### src/rtl/crst_pkg.sv
package crst_pkg;
  localparam int unsigned BIT_TIMED  = 0;
  localparam int unsigned BIT_LEVEL  = 1;
  localparam int unsigned BIT_ENABLE = 2;
  localparam int unsigned CTL_BITS   = 3;
endpackage

### src/rtl/crst_regs.sv
module crst_regs
  import crst_pkg::*;
#(
  parameter int unsigned DATA_W   = 32,
  parameter int unsigned ADDR_W   = 8,
  parameter logic [ADDR_W-1:0] REG_ADDR = 8'hA0
) (
  input  logic              clk,
  input  logic              rst,
  input  logic [ADDR_W-1:0] bus_addr,
  input  logic              wr_en,
  input  logic [DATA_W-1:0] wr_data,
  input  logic              rd_en,
  input  logic              busy,
  output logic              force_en,
  output logic              force_lvl,
  output logic              start_pulse,
  output logic [DATA_W-1:0] rd_data
);
  logic              hit;
  logic [DATA_W-1:0] rd_word;
  logic              unused_hi;

  assign hit         = (bus_addr == REG_ADDR);
  assign start_pulse = wr_en && hit && wr_data[BIT_TIMED];
  assign unused_hi   = ^wr_data[DATA_W-1:CTL_BITS];

  always_ff @(posedge clk) begin
    if (rst) begin
      force_en  <= 1'b0;
      force_lvl <= 1'b0;
    end else if (wr_en && hit) begin
      force_en  <= wr_data[BIT_ENABLE];
      force_lvl <= wr_data[BIT_LEVEL];
    end
  end

  always_comb begin
    rd_word             = '0;
    rd_word[BIT_TIMED]  = busy;
    rd_word[BIT_LEVEL]  = force_lvl;
    rd_word[BIT_ENABLE] = force_en;
  end

  always_ff @(posedge clk) begin
    if (rst)
      rd_data <= '0;
    else if (rd_en && hit)
      rd_data <= rd_word;
    else
      rd_data <= '0;
  end
endmodule

### src/rtl/crst_pulse_timer.sv
module crst_pulse_timer #(
  parameter int unsigned PULSE_TICKS = 5,
  localparam int unsigned CNT_W = (PULSE_TICKS > 1) ? $clog2(PULSE_TICKS) : 1
) (
  input  logic             clk,
  input  logic             rst,
  input  logic             start,
  input  logic             ref_tick,
  output logic             busy,
  output logic [CNT_W-1:0] tick_cnt
);
  localparam logic [CNT_W-1:0] LAST = CNT_W'(PULSE_TICKS - 1);

  always_ff @(posedge clk) begin
    if (rst) begin
      busy     <= 1'b0;
      tick_cnt <= '0;
    end else if (start) begin
      busy     <= 1'b1;
      tick_cnt <= '0;
    end else if (busy && ref_tick) begin
      if (tick_cnt == LAST) begin
        busy     <= 1'b0;
        tick_cnt <= '0;
      end else begin
        tick_cnt <= tick_cnt + 1'b1;
      end
    end
  end
endmodule

### src/rtl/crst_pin_drive.sv
module crst_pin_drive (
  input  logic clk,
  input  logic rst,
  input  logic force_en,
  input  logic force_lvl,
  input  logic busy,
  output logic pin_n
);
  always_ff @(posedge clk) begin
    if (rst)
      pin_n <= 1'b1;
    else if (force_en)
      pin_n <= force_lvl;
    else
      pin_n <= !busy;
  end
endmodule

### src/rtl/codec_rst_ctrl.sv
module codec_rst_ctrl #(
  parameter int unsigned DATA_W      = 32,
  parameter int unsigned ADDR_W      = 8,
  parameter logic [ADDR_W-1:0] REG_ADDR = 8'hA0,
  parameter int unsigned PULSE_TICKS = 5,
  localparam int unsigned CNT_W = (PULSE_TICKS > 1) ? $clog2(PULSE_TICKS) : 1
) (
  input  logic              clk,
  input  logic              rst,
  input  logic              ref_tick,
  input  logic [ADDR_W-1:0] bus_addr,
  input  logic              wr_en,
  input  logic [DATA_W-1:0] wr_data,
  input  logic              rd_en,
  output logic [DATA_W-1:0] rd_data,
  output logic              codec_rst_n
);
  logic             force_en;
  logic             force_lvl;
  logic             start_pulse;
  logic             busy;
  logic [CNT_W-1:0] tick_cnt;

  crst_regs #(.DATA_W(DATA_W), .ADDR_W(ADDR_W), .REG_ADDR(REG_ADDR)) u_regs (
    .clk(clk), .rst(rst), .bus_addr(bus_addr), .wr_en(wr_en),
    .wr_data(wr_data), .rd_en(rd_en), .busy(busy),
    .force_en(force_en), .force_lvl(force_lvl),
    .start_pulse(start_pulse), .rd_data(rd_data)
  );

  crst_pulse_timer #(.PULSE_TICKS(PULSE_TICKS)) u_timer (
    .clk(clk), .rst(rst), .start(start_pulse), .ref_tick(ref_tick),
    .busy(busy), .tick_cnt(tick_cnt)
  );

  crst_pin_drive u_pin (
    .clk(clk), .rst(rst), .force_en(force_en), .force_lvl(force_lvl),
    .busy(busy), .pin_n(codec_rst_n)
  );
endmodule

### config.mk
export PLATFORM = sky130hd
export DESIGN_NAME = codec_rst_ctrl
export DESIGN_NICKNAME = d
export VERILOG_FILES = /design/src/rtl/crst_pkg.sv /design/src/rtl/crst_regs.sv /design/src/rtl/crst_pulse_timer.sv /design/src/rtl/crst_pin_drive.sv /design/src/rtl/codec_rst_ctrl.sv
export SDC_FILE = /design/constraint.sdc
export NUM_CORES = 1
export LEC_CHECK = 0
export CORE_UTILIZATION = 29
export DETAILED_ROUTE_END_ITERATION = 6
export DONT_BUFFER_PORTS = 1
export PLACE_DENSITY_LB_ADDON = 0.12
export SETUP_SLACK_MARGIN = 0.02
export SYNTH_ARGS = -nofsm -noshare
export SYNTH_HDL_FRONTEND = slang
export SYNTH_HIERARCHICAL = 1
export SYNTH_SLANG_ARGS = --single-unit
export TNS_END_PERCENT = 1
### constraint.sdc
create_clock -name clk -period 3 [get_ports clk]
set_input_delay 0.6 -clock clk [delete_from_list [all_inputs] [get_ports clk]]
set_output_delay 0.6 -clock clk [all_outputs]
set_load 0.1 [all_outputs]
==> implementation parameters <==
Parameter                              Value

Critical path
  Type of the worst setup path    in -> reg
  Required arrival time at the worst endpoint    3160 ps
  Critical Path Sink Type    flip-flop
  Cell Chain, Critical Path    or4b_4 -> nor3_4 -> and2_1 -> a211oi_1 -> a32o_1
  Delay of the slowest critical-path stage    560 ps
  Critical path fanouts, max    6
  Launching element type of the critical path    input pin
  Endpoint arrival time on the critical path    2040 ps
  Slowest library cell on the worst path    sky130_fd_sc_hd__or4b_4

Power and ir drop
  IR drop worst, VDD    0.000257 V
  Power Density    632 nW/um^2
  Logic gate share of total power    39.2%
  Leakage power    0.298 nW
  Internal power contribution    210 uW
  Switching power total    210 uW
  Sequential cell fraction of total power    31.6%
  Part of the total power dissipated in the clock network    29.2%
  Switching Share    49.9%

Clock tree
  Count of buffers added by post-CTS timing repair for setup    0
  Clk pin slew, worst setup/hold paths    70 ps
  CTS H-tree lvls    1
  Number of hold buffers added after CTS    0
  Number of buffers created by CTS    3
  CTS tree    built
  Clock latency at the later pin of the worst-skew pair    260 ps
  Max clock buf depth    2
  Buffer type at the clock tree root    sky130_fd_sc_hd__clkbuf_4
  Resize count post-CTS    0
  CTS Sinks    10

Job
  Count of max-cap constraint violations    0

Global routing
  Number of global-route vias before repair    329
  Initial antenna violation count    0
  Total global routing overflow    0
  Global-route wire length before repair    1490 um
  GRT Total Usage    8.16%
  Pin count of the biggest net entering global routing    12

Detailed routing
  Residual DRC    0
  Vias    409
  Starting DRC count in detailed routing    9
  Average wire per cell in the routed design    9.36 um
  Number of nets with antenna violations after detailed routing    0
  Drt total wl    983 um
  Vias per inst    3.90
  Iteration count of the initial detailed-routing pass    5

STA
  Setup violation total in the final timing report    0
  Final Hold Fails    0
  Setup repair after global routing missed its margin    no
  Slew HR    37.9%
  Setup TNS    0 ps
  Smallest setup slack after layout    1120 ps
  Final clock skew    1.82 ps
  Max Fclk    0.532 GHz
  Final critical-path share of the clock period    62.7%
  Final period demand of the worst path    1880 ps
  Number of pins with negative max-slew slack in the final report    0
  Actual transition at the worst max-transition pin    930 ps

Finish
  Area growth from synthesis to final layout    -5.85%
  Post-route cell area    664 um^2
  Fraction of final layout cells with drive strength greater than 1    10.4%
  Footprint of the multi-input gates    382 um^2
  Filler Cells Inserted    257
  Diode count    0
  Area occupied by registers    200 um^2
  Total number of nets in the final design    125

Synthesis
  Synth top cells by count    sky130_fd_sc_hd__buf_4, sky130_fd_sc_hd__dfxtp_1, sky130_fd_sc_hd__and2_1
  Synthesized area divided by synthesized cell count    9.54 um^2
  Summed instance area of the synthesized netlist    706 um^2
  Gate count of the mapped netlist    74
  Most frequent cell after synthesis    sky130_fd_sc_hd__buf_4
  Share of flip-flops with an asynchronous set or reset    0%
  Number of flip-flops and latches in the synthesized netlist    10
  Number of synthesis warnings    6
  Main area contributors after synthesis    sky130_fd_sc_hd__buf_4, sky130_fd_sc_hd__dfxtp_1, sky130_fd_sc_hd__and2_1
  Predominant post-synthesis flop cell    sky130_fd_sc_hd__dfxtp_1
  Register area share after synthesis    28.4%
  Number of different library cells in the post-synthesis netlist    21
  Cell type with the highest aggregate area in the netlist    sky130_fd_sc_hd__buf_4
  Number of synthesized flops with an enable pin    0
  Share of Yosys cell area claimed by the top area cell type    30.9%

Floorplanning
  Die Footprint    2630 um^2
  Die Y-Extent    51.3 um
  Area of the core    2250 um^2
  Die X-Extent    51.3 um
  Effective utilization at floorplan    31.3%
  I/O pin cnt    78
  Row count    17

Placed design
  Post-placement worst setup slack    831 ps
  Weighted congestion reported at the end of routability-driven placement    0.741
  Cell Area, Placed    628 um^2
  Input/output buffers    0
  DP Wirelength    781 um

Outcome
  Status    finished, final reports clean

Hold path
  Type of the most critical hold path    in -> reg
## layer usage
metal / up-vias / track usage [%] / routed length, um
met5: - / 0 / 0
li1: 200 / - / -
met3: 2 / 2.38 / 101
met2: 32 / 11.6 / 452
met4: 0 / 8.11 / 16
met1: 175 / 9.43 / 412
## layout by cell type, fill, tap and decap left out, types with 2 or more instances in the layout
master,instances
sky130_fd_sc_hd__and2_1,5
sky130_fd_sc_hd__ha_1,2
sky130_fd_sc_hd__nand2b_1,4
sky130_fd_sc_hd__clkbuf_4,3
sky130_fd_sc_hd__dfxtp_1,10
sky130_fd_sc_hd__a32o_1,2
sky130_fd_sc_hd__inv_1,3
sky130_fd_sc_hd__or4b_4,2
sky130_fd_sc_hd__mux2i_1,2
sky130_fd_sc_hd__conb_1,29
sky130_fd_sc_hd__nor2_1,3
sky130_fd_sc_hd__a211oi_1,2
## cell type report
class / instances / share of cell area, %
multi-input combinational: 60 / 57.4
clock buffer: 4 / 5.46
sequential: 10 / 30.1
inverter: 3 / 1.69
tap: 28 / 5.27
## registers in the layout, summed over array words and instances, names as in the netlist
name,cells
u_regs/rd_data,3
u_timer/tick_cnt,3
u_pin/pin_n,1
u_regs/force_en,1
u_regs/force_lvl,1
u_timer/busy,1
## metrics by stage
| stage | std cells | hold WS (ps) | power, mW | utilization, % |
|---|---|---|---|---|
| floorplan | 102 | 451 | 0.329 | - |
| global placement | 101 | 486 | 0.300 | 27.9 |
| detailed placement | 101 | 488 | 0.300 | 27.9 |
| CTS | 105 | 394 | 0.424 | 29.5 |
| global route | 105 | 380 | 0.439 | 29.5 |
| finish | 105 | 405 | 0.420 | 29.5 |
## critical path, delay by kind of cell
kind / cells / cell delay, ps
compound gates: 2 / 360
simple gates: 3 / 1080
## final timing paths
check,to,slack (ps),cells past startpoint,startpoint
worst max register to register,u_timer/tick_cnt[1],1720,4,u_timer/tick_cnt[0]
worst max-delay path,u_timer/tick_cnt[1],1120,5,bus_addr[6]
worst min-delay path,u_timer/busy,410,1,rst
worst min register to register,u_regs/rd_data[1],500,1,u_regs/force_lvl
## power by group through the flow
stage	logic [mW]	clock network (mW)	registers, mW
after detailed placement	0.164	0	0.136
after floorplan	0.193	0	0.136
after CTS	0.164	0.128	0.133
final	0.164	0.123	0.133
after global routing	0.167	0.139	0.133
after global placement	0.164	0	0.136
## logic make-up after synthesis
kind of cell               after synthesis  share of synthesized area [%]
and+or+nand+nor                         20                           23.8
other                                    1                          0.531
muxes                                    2                           2.84
buffers and inverters                   32                           32.4
adders and majority gates                2                           3.55
DFF                                     10                           28.4
AOI/OAI and AO/OA                        7                           8.51
Note: power is estimated with default switching activity, not from simulation.
